<file path="src/rtl/wbc_pkg.sv">
package wbc_pkg;
  localparam int WAYS = 2;

  typedef enum logic [1:0] {
    ST_IDLE,
    ST_LOOKUP,
    ST_FILL_REQ,
    ST_FILL_WAIT
  } wbc_state_e;
endpackage

</file>
<file path="src/rtl/wbc_ways.sv">
// Tag, state and data storage for both ways, with parallel tag compare.
module wbc_ways
  import wbc_pkg::*;
#(
  parameter int IDX_W  = 2,
  parameter int TAG_W  = 2,
  parameter int LINE_W = 16
) (
  input  logic                          clk,
  input  logic                          rst_n,
  input  logic [IDX_W-1:0]              lk_idx,
  input  logic [TAG_W-1:0]              lk_tag,
  output logic [WAYS-1:0]               way_hit,
  output logic [WAYS-1:0]               way_valid,
  output logic [WAYS-1:0]               way_dirty,
  output logic [WAYS-1:0][TAG_W-1:0]    way_tag,
  output logic [WAYS-1:0][LINE_W-1:0]   way_data,
  input  logic                          wr_en,
  input  logic                          wr_way,
  input  logic [IDX_W-1:0]              wr_idx,
  input  logic                          wr_valid,
  input  logic                          wr_dirty,
  input  logic [TAG_W-1:0]              wr_tag,
  input  logic [LINE_W-1:0]             wr_data
);
  localparam int SETS = 1 << IDX_W;

  for (genvar w = 0; w < WAYS; w++) begin : g_way
    logic [SETS-1:0]   v_q;
    logic [SETS-1:0]   d_q;
    logic [TAG_W-1:0]  tag_q [SETS];
    logic [LINE_W-1:0] dat_q [SETS];
    logic              sel;

    assign sel = wr_en && (wr_way == 1'(w));

    always_ff @(posedge clk or negedge rst_n) begin
      if (!rst_n) begin
        v_q <= '0;
        d_q <= '0;
      end else if (sel) begin
        v_q[wr_idx] <= wr_valid;
        d_q[wr_idx] <= wr_dirty;
      end
    end

    always_ff @(posedge clk) begin
      if (sel) begin
        tag_q[wr_idx] <= wr_tag;
        dat_q[wr_idx] <= wr_data;
      end
    end

    assign way_valid[w] = v_q[lk_idx];
    assign way_dirty[w] = d_q[lk_idx];
    assign way_tag[w]   = tag_q[lk_idx];
    assign way_data[w]  = dat_q[lk_idx];
    assign way_hit[w]   = v_q[lk_idx] && (tag_q[lk_idx] == lk_tag);
  end
endmodule

</file>
<file path="src/rtl/wbc_lru.sv">
// One recency bit per set; the bit names the way to replace next.
module wbc_lru #(
  parameter int IDX_W = 2
) (
  input  logic             clk,
  input  logic             rst_n,
  input  logic [IDX_W-1:0] lk_idx,
  output logic             victim,
  input  logic             touch_en,
  input  logic [IDX_W-1:0] touch_idx,
  input  logic             touch_way
);
  localparam int SETS = 1 << IDX_W;

  logic [SETS-1:0] rec_q;

  always_ff @(posedge clk or negedge rst_n) begin
    if (!rst_n) begin
      rec_q <= '0;
    end else if (touch_en) begin
      rec_q[touch_idx] <= ~touch_way;
    end
  end

  assign victim = rec_q[lk_idx];
endmodule

</file>
<file path="src/rtl/wbc_wbq.sv">
// FIFO of dirty victims draining to memory, with a line-address probe.
module wbc_wbq #(
  parameter int DEPTH  = 2,
  parameter int LA_W   = 4,
  parameter int LINE_W = 16
) (
  input  logic              clk,
  input  logic              rst_n,
  input  logic              push_en,
  input  logic [LA_W-1:0]   push_line,
  input  logic [LINE_W-1:0] push_data,
  output logic              full,
  input  logic [LA_W-1:0]   probe_line,
  output logic              probe_hit,
  output logic              wb_valid,
  input  logic              wb_ready,
  output logic [LA_W-1:0]   wb_line,
  output logic [LINE_W-1:0] wb_data,
  input  logic              wb_done
);
  localparam int PTR_W = (DEPTH > 1) ? $clog2(DEPTH) : 1;

  logic [DEPTH-1:0]  vld_q;
  logic [LA_W-1:0]   ln_q [DEPTH];
  logic [LINE_W-1:0] dt_q [DEPTH];
  logic [PTR_W-1:0]  wp_q;
  logic [PTR_W-1:0]  rp_q;
  logic              sent_q;
  logic              pop;
  logic [DEPTH-1:0]  match;

  function automatic logic [PTR_W-1:0] bump(input logic [PTR_W-1:0] p);
    if (int'(p) == DEPTH - 1) return '0;
    return p + 1'b1;
  endfunction

  assign pop = wb_done && sent_q;

  always_ff @(posedge clk or negedge rst_n) begin
    if (!rst_n) begin
      vld_q  <= '0;
      wp_q   <= '0;
      rp_q   <= '0;
      sent_q <= 1'b0;
    end else begin
      if (push_en) begin
        vld_q[wp_q] <= 1'b1;
        wp_q        <= bump(wp_q);
      end
      if (pop) begin
        vld_q[rp_q] <= 1'b0;
        rp_q        <= bump(rp_q);
        sent_q      <= 1'b0;
      end else if (wb_valid && wb_ready) begin
        sent_q <= 1'b1;
      end
    end
  end

  always_ff @(posedge clk) begin
    if (push_en) begin
      ln_q[wp_q] <= push_line;
      dt_q[wp_q] <= push_data;
    end
  end

  for (genvar i = 0; i < DEPTH; i++) begin : g_probe
    assign match[i] = vld_q[i] && (ln_q[i] == probe_line);
  end

  assign probe_hit = |match;
  assign full      = &vld_q;
  assign wb_valid  = vld_q[rp_q] && !sent_q;
  assign wb_line   = ln_q[rp_q];
  assign wb_data   = dt_q[rp_q];
endmodule

</file>
<file path="src/rtl/wb_cache2w.sv">
module wb_cache2w
  import wbc_pkg::*;
#(
  parameter int ADDR_W    = 5,
  parameter int IDX_W     = 2,
  parameter int OFF_W     = 1,
  parameter int BYTE_W    = 8,
  parameter int WBQ_DEPTH = 2
) (
  input  logic                           clk,
  input  logic                           rst_n,
  input  logic                           req_valid,
  output logic                           req_ready,
  input  logic                           req_write,
  input  logic [ADDR_W-1:0]              req_addr,
  input  logic [BYTE_W-1:0]              req_wdata,
  output logic                           resp_valid,
  output logic [BYTE_W-1:0]              resp_rdata,
  output logic                           rd_req_valid,
  input  logic                           rd_req_ready,
  output logic [ADDR_W-OFF_W-1:0]        rd_req_line,
  input  logic                           rd_resp_valid,
  input  logic [BYTE_W*(2**OFF_W)-1:0]   rd_resp_data,
  output logic                           wb_valid,
  input  logic                           wb_ready,
  output logic [ADDR_W-OFF_W-1:0]        wb_line,
  output logic [BYTE_W*(2**OFF_W)-1:0]   wb_data,
  input  logic                           wb_done
);
  localparam int TAG_W  = ADDR_W - IDX_W - OFF_W;
  localparam int LA_W   = ADDR_W - OFF_W;
  localparam int LINE_W = BYTE_W * (2 ** OFF_W);

  // request registers
  wbc_state_e          state_q;
  logic                r_write;
  logic [ADDR_W-1:0]   r_addr;
  logic [BYTE_W-1:0]   r_wdata;
  logic                resp_valid_q;
  logic [BYTE_W-1:0]   resp_rdata_q;
  logic                fill_way_q;

  // address fields
  logic [OFF_W-1:0]    r_off;
  logic [IDX_W-1:0]    r_idx;
  logic [TAG_W-1:0]    r_tag;
  logic [LA_W-1:0]     r_line;

  assign r_off  = r_addr[OFF_W-1:0];
  assign r_idx  = r_addr[OFF_W +: IDX_W];
  assign r_tag  = r_addr[ADDR_W-1 -: TAG_W];
  assign r_line = r_addr[ADDR_W-1:OFF_W];

  // storage outputs
  logic [WAYS-1:0]             way_hit;
  logic [WAYS-1:0]             way_valid;
  logic [WAYS-1:0]             way_dirty;
  logic [WAYS-1:0][TAG_W-1:0]  way_tag;
  logic [WAYS-1:0][LINE_W-1:0] way_data;

  // storage write port
  logic                arr_we;
  logic                arr_way;
  logic                arr_v;
  logic                arr_d;
  logic [TAG_W-1:0]    arr_tag;
  logic [LINE_W-1:0]   arr_data;

  // lookup results
  logic                hit;
  logic                hit_way;
  logic [LINE_W-1:0]   hit_line;
  logic [BYTE_W-1:0]   hit_byte;
  logic [LINE_W-1:0]   merged;
  logic                victim;
  logic                vic_valid;
  logic                vic_dirty;
  logic                do_hit;
  logic                do_miss;
  logic                evict_ok;
  logic                fill_now;

  // queue handshake
  logic                q_push;
  logic                q_full;
  logic                q_probe_hit;
  logic                lru_touch;
  logic                lru_way;

  wbc_ways #(
    .IDX_W (IDX_W),
    .TAG_W (TAG_W),
    .LINE_W(LINE_W)
  ) u_ways (
    .clk      (clk),
    .rst_n    (rst_n),
    .lk_idx   (r_idx),
    .lk_tag   (r_tag),
    .way_hit  (way_hit),
    .way_valid(way_valid),
    .way_dirty(way_dirty),
    .way_tag  (way_tag),
    .way_data (way_data),
    .wr_en    (arr_we),
    .wr_way   (arr_way),
    .wr_idx   (r_idx),
    .wr_valid (arr_v),
    .wr_dirty (arr_d),
    .wr_tag   (arr_tag),
    .wr_data  (arr_data)
  );

  wbc_lru #(
    .IDX_W(IDX_W)
  ) u_lru (
    .clk      (clk),
    .rst_n    (rst_n),
    .lk_idx   (r_idx),
    .victim   (victim),
    .touch_en (lru_touch),
    .touch_idx(r_idx),
    .touch_way(lru_way)
  );

  wbc_wbq #(
    .DEPTH (WBQ_DEPTH),
    .LA_W  (LA_W),
    .LINE_W(LINE_W)
  ) u_wbq (
    .clk       (clk),
    .rst_n     (rst_n),
    .push_en   (q_push),
    .push_line ({way_tag[victim], r_idx}),
    .push_data (way_data[victim]),
    .full      (q_full),
    .probe_line(r_line),
    .probe_hit (q_probe_hit),
    .wb_valid  (wb_valid),
    .wb_ready  (wb_ready),
    .wb_line   (wb_line),
    .wb_data   (wb_data),
    .wb_done   (wb_done)
  );

  // hit data path
  assign hit      = |way_hit;
  assign hit_way  = way_hit[1];
  assign hit_line = way_data[hit_way];
  assign hit_byte = hit_line[int'(r_off)*BYTE_W +: BYTE_W];

  always_comb begin
    merged = hit_line;
    merged[int'(r_off)*BYTE_W +: BYTE_W] = r_wdata;
  end

  // miss handling decisions
  assign vic_valid = way_valid[victim];
  assign vic_dirty = vic_valid && way_dirty[victim];
  assign do_hit    = (state_q == ST_LOOKUP) && hit;
  assign do_miss   = (state_q == ST_LOOKUP) && !hit;
  // hold while the wanted line is queued or the queue cannot take a victim
  assign evict_ok  = do_miss && !q_probe_hit && !(vic_dirty && q_full);
  assign q_push    = evict_ok && vic_dirty;
  assign fill_now  = (state_q == ST_FILL_WAIT) && rd_resp_valid;

  // single write port: store hit, eviction, or refill
  always_comb begin
    arr_we   = 1'b0;
    arr_way  = hit_way;
    arr_v    = 1'b1;
    arr_d    = 1'b0;
    arr_tag  = r_tag;
    arr_data = rd_resp_data;
    if (do_hit && r_write) begin
      arr_we   = 1'b1;
      arr_d    = 1'b1;
      arr_data = merged;
    end else if (evict_ok && vic_valid) begin
      arr_we   = 1'b1;
      arr_way  = victim;
      arr_v    = 1'b0;
      arr_tag  = way_tag[victim];
      arr_data = way_data[victim];
    end else if (fill_now) begin
      arr_we   = 1'b1;
      arr_way  = fill_way_q;
    end
  end

  assign lru_touch = do_hit || fill_now;
  assign lru_way   = fill_now ? fill_way_q : hit_way;

  // control sequence
  always_ff @(posedge clk or negedge rst_n) begin
    if (!rst_n) begin
      state_q      <= ST_IDLE;
      r_write      <= 1'b0;
      r_addr       <= '0;
      r_wdata      <= '0;
      resp_valid_q <= 1'b0;
      resp_rdata_q <= '0;
      fill_way_q   <= 1'b0;
    end else begin
      resp_valid_q <= 1'b0;
      unique case (state_q)
        ST_IDLE: begin
          if (req_valid) begin
            r_write <= req_write;
            r_addr  <= req_addr;
            r_wdata <= req_wdata;
            state_q <= ST_LOOKUP;
          end
        end
        ST_LOOKUP: begin
          if (hit) begin
            resp_valid_q <= 1'b1;
            resp_rdata_q <= r_write ? r_wdata : hit_byte;
            state_q      <= ST_IDLE;
          end else if (evict_ok) begin
            fill_way_q <= victim;
            state_q    <= ST_FILL_REQ;
          end
        end
        ST_FILL_REQ: begin
          if (rd_req_ready) state_q <= ST_FILL_WAIT;
        end
        ST_FILL_WAIT: begin
          if (rd_resp_valid) state_q <= ST_LOOKUP;
        end
        default: state_q <= ST_IDLE;
      endcase
    end
  end

  assign req_ready    = (state_q == ST_IDLE);
  assign resp_valid   = resp_valid_q;
  assign resp_rdata   = resp_rdata_q;
  assign rd_req_valid = (state_q == ST_FILL_REQ);
  assign rd_req_line  = r_line;
endmodule

</file>
<file path="config.mk">
export PLATFORM = sky130hd
export DESIGN_NAME = wb_cache2w
export DESIGN_NICKNAME = d
export VERILOG_FILES = /design/src/rtl/wbc_pkg.sv /design/src/rtl/wbc_ways.sv /design/src/rtl/wbc_lru.sv /design/src/rtl/wbc_wbq.sv /design/src/rtl/wb_cache2w.sv
export SDC_FILE = /design/constraint.sdc
export NUM_CORES = 1
export LEC_CHECK = 0
export CAP_MARGIN = 10
export CORE_UTILIZATION = 35
export CTS_CLUSTER_SIZE = 20
export DETAILED_ROUTE_END_ITERATION = 12
export DONT_BUFFER_PORTS = 1
export PLACE_DENSITY = 0.48
export SLEW_MARGIN = 40
export SYNTH_ARGS = -nofsm -noshare
export SYNTH_HDL_FRONTEND = slang
export SYNTH_SLANG_ARGS = --single-unit
export TNS_END_PERCENT = 1
</file>
<file path="constraint.sdc">
create_clock -name clk -period 5.5 [get_ports clk]
set_clock_uncertainty 0.15 [all_clocks]
set_input_delay 1.1 -clock clk [delete_from_list [all_inputs] [get_ports clk]]
set_output_delay 1.1 -clock clk [all_outputs]
set_load 0.05 [all_outputs]
</file>
Word level (Yosys, flattened, before mapping)

Memories as Yosys holds them, arrays and structs flattened.
Cells that the tools add are included.

Memory bits (writable): 184
Memories: 6
Logic and storage cells: 163
Bits of input ports: 37
Register bits: 51

Memories:

| name                  | words | width | read ports | clocked after Yosys merged registers in | write ports | line           | source |
|---|---|---|---|---|---|---|---|
| u_ways.g_way[0].dat_q | 4     | 16    | 1          | 0                                       | 1           | wbc_ways.sv:32 | `logic [LINE_W-1:0] dat_q [SETS];` |
| u_ways.g_way[1].dat_q | 4     | 16    | 1          | 0                                       | 1           | wbc_ways.sv:32 |  |
| u_wbq.dt_q            | 2     | 16    | 1          | 0                                       | 1           | wbc_wbq.sv:25  | `logic [LINE_W-1:0] dt_q [DEPTH];` |
| u_ways.g_way[0].tag_q | 4     | 2     | 1          | 0                                       | 1           | wbc_ways.sv:31 | `logic [TAG_W-1:0] tag_q [SETS];` |
| u_ways.g_way[1].tag_q | 4     | 2     | 1          | 0                                       | 1           | wbc_ways.sv:31 |  |
| u_wbq.ln_q            | 2     | 4     | 3          | 0                                       | 1           | wbc_wbq.sv:24  | `logic [LA_W-1:0] ln_q [DEPTH];` |

Equal/unequal tests: 11
$add $sub $neg: 3
Mux-type cells: 74
Bitwise gates (word level): 6
$lt $le $gt $ge: 8
Shift operators: 3
Reductions and logical operators: 36

Operator list:

| kind                                                                    | count |
|---|---|
| 16-bit two-way mux                                                      | 6 |
| 1-bit two-way mux                                                       | 41 |
| 4-bit negation with 33-bit output                                       | 1 |
| 8-bit by 33-bit variable shift with 16-bit output, first input constant | 1 |
| 8-bit by 33-bit variable part select with 16-bit output                 | 1 |
| 1-bit logical AND                                                       | 22 |
| 2-bit two-way mux                                                       | 11 |
| 4-bit bitwise mux                                                       | 5 |
| 16-bit bitwise mux                                                      | 1 |
| 16-bit by 5-bit variable part select with 8-bit output                  | 1 |
| 1-bit binary-select mux with 2-bit select                               | 5 |
| 4-bit == test                                                           | 2 |
| 1-bit by 2-bit < comparator with 1-bit output, second input constant    | 4 |
| 8-bit two-way mux                                                       | 1 |
| 2-bit case mux with 4 select lines                                      | 1 |
| 2-bit AND reduction                                                     | 3 |
| 2-bit == test                                                           | 2 |
| 2-bit == test, second input constant                                    | 2 |
| 1-bit logical NOT                                                       | 4 |
| 2-bit != test, second input constant                                    | 2 |
| 4-bit AND reduction                                                     | 1 |
| 2-bit OR reduction                                                      | 2 |
| 2-bit by 3-bit < comparator with 1-bit output, second input constant    | 1 |
| 3-bit != test, second input constant                                    | 1 |
| other kinds (15)                                                        | 20 |

Longest topological paths before layout

Word-level depth: 15
Mapped depth: 11

Modules after synthesis

From an unflattened synthesis, not the netlist that was laid out.

Cell total of the unflattened synthesis: 583
Area, all modules: 10,327.4 sq um

By module, submodules not included:

| module     | area an instance (sq um) | instances | seq. area each (sq um) | cells each |
|---|---|---|---|---|
| wbc_ways   | 6,014.5                  | 1         | 4,724.5                | 245 |
| wb_cache2w | 2,336.0                  | 1         | 650.6                  | 225 |
| wbc_wbq    | 1,771.7                  | 1         | 1,326.3                | 96 |
| wbc_lru    | 205.2                    | 1         | 100.1                  | 17 |

Worst setup path before layout

No wires, ideal clock.

Kind: reg-to-reg
From: register r_addr[1]
To: memory u_wbq.dt_q[0][0], enable pin
Required time: 4.925 ns
Slack: 1.451 ns
Arrival time: 3.474 ns
Cell stages (with the launch flop): 10
Path through: dfrtp_1 -> buf_6 -> buf_6 -> mux4_2 -> nand3_2 -> a21oi_2 -> a311oi_4 -> nand3_2 -> buf_2 -> nor3_1

Word-level cells in the longest chain between the ends: 11
Elaborated cells on any way between the ends: 37

RTL lines:

| item                                                   | line                                 | source |
|---|---|---|
| start, declared                                        | wb_cache2w.sv:37                     | `logic [ADDR_W-1:0] r_addr;` |
| start signal, assigned                                 | wb_cache2w.sv:209                    | `r_addr <= req_addr;` |
| memory 4 x 2 bit, or another cell as far along         | --                                   |  |
| 2-bit == test, or another cell as far along            | wbc_ways.sv:58                       | `assign way_hit[w] = v_q[lk_idx] && (tag_q[lk_idx] == lk_tag);` |
| 1-bit logical AND, or another cell as far along        | wbc_ways.sv:58                       |  |
| 2-bit OR reduction, or another cell as far along       | wb_cache2w.sv:146                    | `assign hit = \|way_hit;` |
| 1-bit logical NOT or 1-bit logical AND (tied branches) | wb_cache2w.sv:160, wb_cache2w.sv:158 |  |
| 1-bit logical AND (on tied branches)                   | wb_cache2w.sv:160, wb_cache2w.sv:162 |  |
| 1-bit logical AND or 1-bit logical NOT (tied branches) | wb_cache2w.sv:162                    | `assign evict_ok = do_miss && !q_probe_hit && !(vic_dirty && q_full);` |
| 1-bit logical AND                                      | wb_cache2w.sv:162                    |  |
| 1-bit logical AND *                                    | wb_cache2w.sv:163                    | `assign q_push = evict_ok && vic_dirty;` |
| 1-bit two-way mux *                                    | wbc_wbq.sv:61                        | `if (push_en) begin` |
| 1-bit two-way mux (implied by the code) *              | wbc_wbq.sv:63                        | `dt_q[wp_q] <= push_data;` |
| end, declared                                          | wbc_wbq.sv:25                        |  |

Every way passes the cells marked *; elsewhere a longest branch is shown, timed or not. The select of a mux whose other input is x is not followed.

Final worst setup path

From: register r_addr[2]
To: memory u_ways.g_way[0].dat_q[1][3], enable pin

Word-level cells in the longest chain between the ends: 15
Elaborated cells on any way between the ends: 46

RTL lines:

| item                                                   | line                                 | source |
|---|---|---|
| memory 4 x 2 bit, or another cell as far along         | --                                   |  |
| 2-bit == test, or another cell as far along            | wbc_ways.sv:58                       |  |
| 1-bit logical AND, or another cell as far along        | wbc_ways.sv:58                       |  |
| 2-bit OR reduction, or another cell as far along       | wb_cache2w.sv:146                    |  |
| 1-bit logical NOT or 1-bit logical AND (tied branches) | wb_cache2w.sv:160, wb_cache2w.sv:158 |  |
| 1-bit logical AND (on tied branches)                   | wb_cache2w.sv:160, wb_cache2w.sv:162 |  |
| 1-bit logical AND or 1-bit logical NOT (tied branches) | wb_cache2w.sv:162                    |  |
| 1-bit logical AND                                      | wb_cache2w.sv:162                    |  |
| 1-bit logical AND                                      | wb_cache2w.sv:178                    | `end else if (evict_ok && vic_valid) begin` |
| 1-bit two-way mux                                      | wb_cache2w.sv:178                    |  |
| 1-bit two-way mux                                      | wb_cache2w.sv:174                    | `if (do_hit && r_write) begin` |
| 1-bit inverter                                         | wbc_ways.sv:35                       | `assign sel = wr_en && (wr_way == 1'(w));` |
| 1-bit logical AND                                      | wbc_ways.sv:35                       |  |
| 1-bit two-way mux                                      | wbc_ways.sv:48                       | `if (sel) begin` |
| 1-bit two-way mux (implied by the code)                | wbc_ways.sv:50                       | `dat_q[wr_idx] <= wr_data;` |
| end, declared                                          | wbc_ways.sv:32                       |  |

Several ways; a longest one is shown, not always the timed one. The select of a mux whose other input is x is not followed.

==> metrics.md <==
| Metric | Value |
|---|---|
| Status | `completed` |
| Worst setup path endpoint | `u_ways.g_way[0].dat_q[1][3]` |
| Req. time, crit path | `5.58 ns` |
| R2R Setup Slk | `between 1 and 1.5 ns` |
| Max-cap viol count | `0` |
| Fill cells | `between 2000 and 3000` |
| CP startpoint | `r_addr[2]` |
| H-tree levels | `1` |
| Post-CTS Setup Bufs | `0` |
| Initial antenna violation count | `1` |
| Reg2Reg Capture Point | `u_ways.g_way[0].dat_q[1][3]` |
| CTS tree | `built` |
| Slowest stage delay, CP | `0.87 ns` |
| Antenna fix cells | `0` |
| Non-filler instance count after layout | `~1100` |
| Max transition margin | `48.1%` |
| CTS buffer count | `27` |
| CP endpoint kind | `register` |
| Synth Cell Area | `slightly above 0.01 mm^2` |
| Setup WS pre-CTS | `1.07 ns` |
| Hold Crit Class | `primary input to asynchronous set/reset pin` |
| Slowest CP cell | `dfrtp_2` |
| Setup TNS | `0 ns` |
| Clk_lat worst skew | `0.54 ns` |
| Storage element area | `roughly 0.0068 mm^2` |
| DRT iter0 DRCs | `between 400 and 500` |
| Worst-margin pin slew | `~0.78 ns` |
| Mean Syn Cell Area | `approximately 16 um^2` |
| CP Max Fanout | `21` |
| Fin. max-slew vios | `0` |
| Seq/Total Area, Yosys | `66.2%` |
| Seq cells post-synth | `~240` |
| Post-synth EDFFs | `~180` |
| DRT antenna net count | `0` |
| Tmin final | `~4.4 ns` |
| Primary FF master, synth | `edfxtp_1` |
| Layout area overhead | `13.2%` |
| Total Wirelength | `roughly 27000 um` |
| Routed wire per std cell | `between 20 and 30 um` |
| FFs w/ async S/R, synth | `a little over a fifth` |
| Final Core Density | `between 40% and 50%` |
| I/O Buffers | `0` |
| # IOs | `73` |
| All-Layer GR Usage | `between 15 and 20%` |
| Synth unique cells | `48` |
| RD Place Congestion | `around 0.8` |
| FP Rows | `62` |
| Fin worst setup slack | `1.06 ns` |
| Clk pin slew, worst setup/hold paths | `around 0.07 ns` |
| DP Wirelength | `17700 um` |
| Largest net degree at the start of global routing | `52` |
| Initial core utilization | `35.7%` |
| Max Clock Freq | `0.225 GHz` |
| Synth warn | `0` |
| Clock Tree Buf Depth | `3` |
| CP Cell Sequence | `buf_4, mux4_2, xnor2_1, nand3_2, a21o_1, nor3b_1, a21boi_2, nor2_1, buf_12` |
| Root buf cell | `clkbuf_16` |
| Final Net Count | `between 600 and 700` |
| Core Footprint | `between 0.02 and 0.03 mm^2` |
| GRT Residual Overflow | `0` |
| Hold buffer count at CTS | `0` |
| Die area | `0.0300 mm^2` |
| Period utilization | `80.7%` |
| Worst reg2reg startpoint | `r_addr[2]` |
| Drt first pass iters | `5` |
| DP Cell Count | `1010` |
| RSZ-0062 raised after global routing | `false` |
| Drt drc | `0` |
| Synth Net Count | `691` |
| Die Height | `roughly 170 um` |
| Vias in the first global route | `6142` |
| Setup CP Type | `register to register` |
| Final Hold Viols | `0` |
| Syn Inst Count | `between 600 and 700` |
| Via Count | `just under 6000` |
| Crit path DAT | `around 4.5 ns` |
| First-pass GRT wire length | `40500 um` |
| Multi-input gate area | `0.00323 mm^2` |
| Worst setup SP type | `register` |
| Die width | `~170 um` |
| Clock Sink Count | `approximately 240` |
| DR vias/cell | `5.45` |
| Share of layout cells above drive strength 1 | `between 20 and 30%` |
| Setup Viol. Count Final | `0` |
| Post-cts sizing count | `0` |
| R2R cell count | `9` |
[metrics by stage]
step | cell area [um^2] | hold WS, ns
3_5_place_dp | 10700 | 0.344
2_1_floorplan | 10300 | 0.305
3_3_place_gp | 10700 | 0.337
5_1_grt | 11600 | 0.0795
4_1_cts | 11600 | 0.0835
6_report | 11600 | 0.108
[synthesized netlist by cell type, types with 10 or more instances]
library cell,number,area [um^2]
a21oi_1,18,90.1
a221o_1,16,160
a31oi_1,13,81.3
clkbuf_1,22,82.6
dfrtp_1,51,1280
edfxtp_1,184,5530
inv_1,12,45.0
mux2_2,61,687
mux2i_1,10,100
mux4_2,41,923
nand2_1,59,221
nor2_1,36,135
o21ai_0,11,55.1
[area by class of cell]
class	count	share of cell area (%)
Sequential cell	235	58.5
Timing Repair Buffer	22	1.63
Clock inverter	18	1.51
Multi-Input combinational cell	357	27.8
Tap cell	384	4.13
Clock buffer	32	6.05
Inverter	13	0.419
[cells by family after synthesis]
| group | after synthesis | synth area share, % |
|---|---|---|
| DFF | 235 | 66.2 |
| and+or+nand+nor | 122 | 5.13 |
| muxes | 112 | 16.6 |
| AOI/OAI and AO/OA | 105 | 7.68 |
| buffers and inverters | 58 | 2.67 |
| xor gates and xnor gates | 14 | 1.19 |
| adders and majority gates | 4 | 0.487 |
[worst min-delay path by stage]
stage | start | endpoint | slack (ns) | depth (start not counted)
final | rst_n | resp_rdata[1] | 0.11 | 0
after detailed placement | u_ways.g_way[0].d_q[3] | u_ways.g_way[0].d_q[3] | 0.34 | 1
after global placement | u_ways.g_way[0].d_q[3] | u_ways.g_way[0].d_q[3] | 0.34 | 1
after global routing | rst_n | resp_rdata[1] | 0.08 | 0
after CTS | rst_n | resp_rdata[1] | 0.08 | 0
after floorplan | u_lru.rec_q[3] | u_lru.rec_q[3] | 0.30 | 1
[critical path: cells and delay by family, from the launching register on]
family	cells	cell delay (ns)
AND/OR/NAND/NOR	3	0.99
flip-flops	1	0.87
AO/OA/AOI/OAI	2	0.84
buffers and inverters	2	0.68
multiplexers	1	0.40
XOR/XNOR	1	0.18
[per-layer routing]
metal	GRT usage (%)	vias up	wire length, um
met4	4.24	2	563
met3	3.22	42	1470
met5	0	-	12
li1	-	2539	-
met2	30.6	173	13300
met1	24.8	3028	11600
[registers in the layout, summed over array words and instances (netlist names), 2 cells and up]
register            flops
u_ways.g_way.dat_q    128
u_wbq.dt_q             32
u_ways.g_way.tag_q     16
r_wdata                 8
resp_rdata              8
u_ways.g_way.d_q        8
u_ways.g_way.v_q        8
u_wbq.ln_q              8
r_addr                  5
u_lru.rec_q             4
state_q                 2
u_wbq.vld_q             2
[cell usage in the layout, fill, tap and decap left out, types with 5 or more instances in the layout]
cell type and count:
a21o_1 5, a211oi_1 8, dfrtp_1 49, nor3_2 5, edfxtp_1 184, xnor2_1 7, buf_4 20, mux4_2 41
a31oi_1 13, mux2_2 61, xor2_1 7, o22a_1 5, o21ai_0 11, o31ai_1 8, nor2_1 35, inv_1 12
mux2i_1 10, a21oi_1 18, clkbuf_16 27, o211ai_1 8, nand2_1 58, a221o_1 16, clkinv_2 8
Power is left out: the tool's default activity adds up to more than one toggle a clock period on the data nets, which glitch-free logic cannot reach.
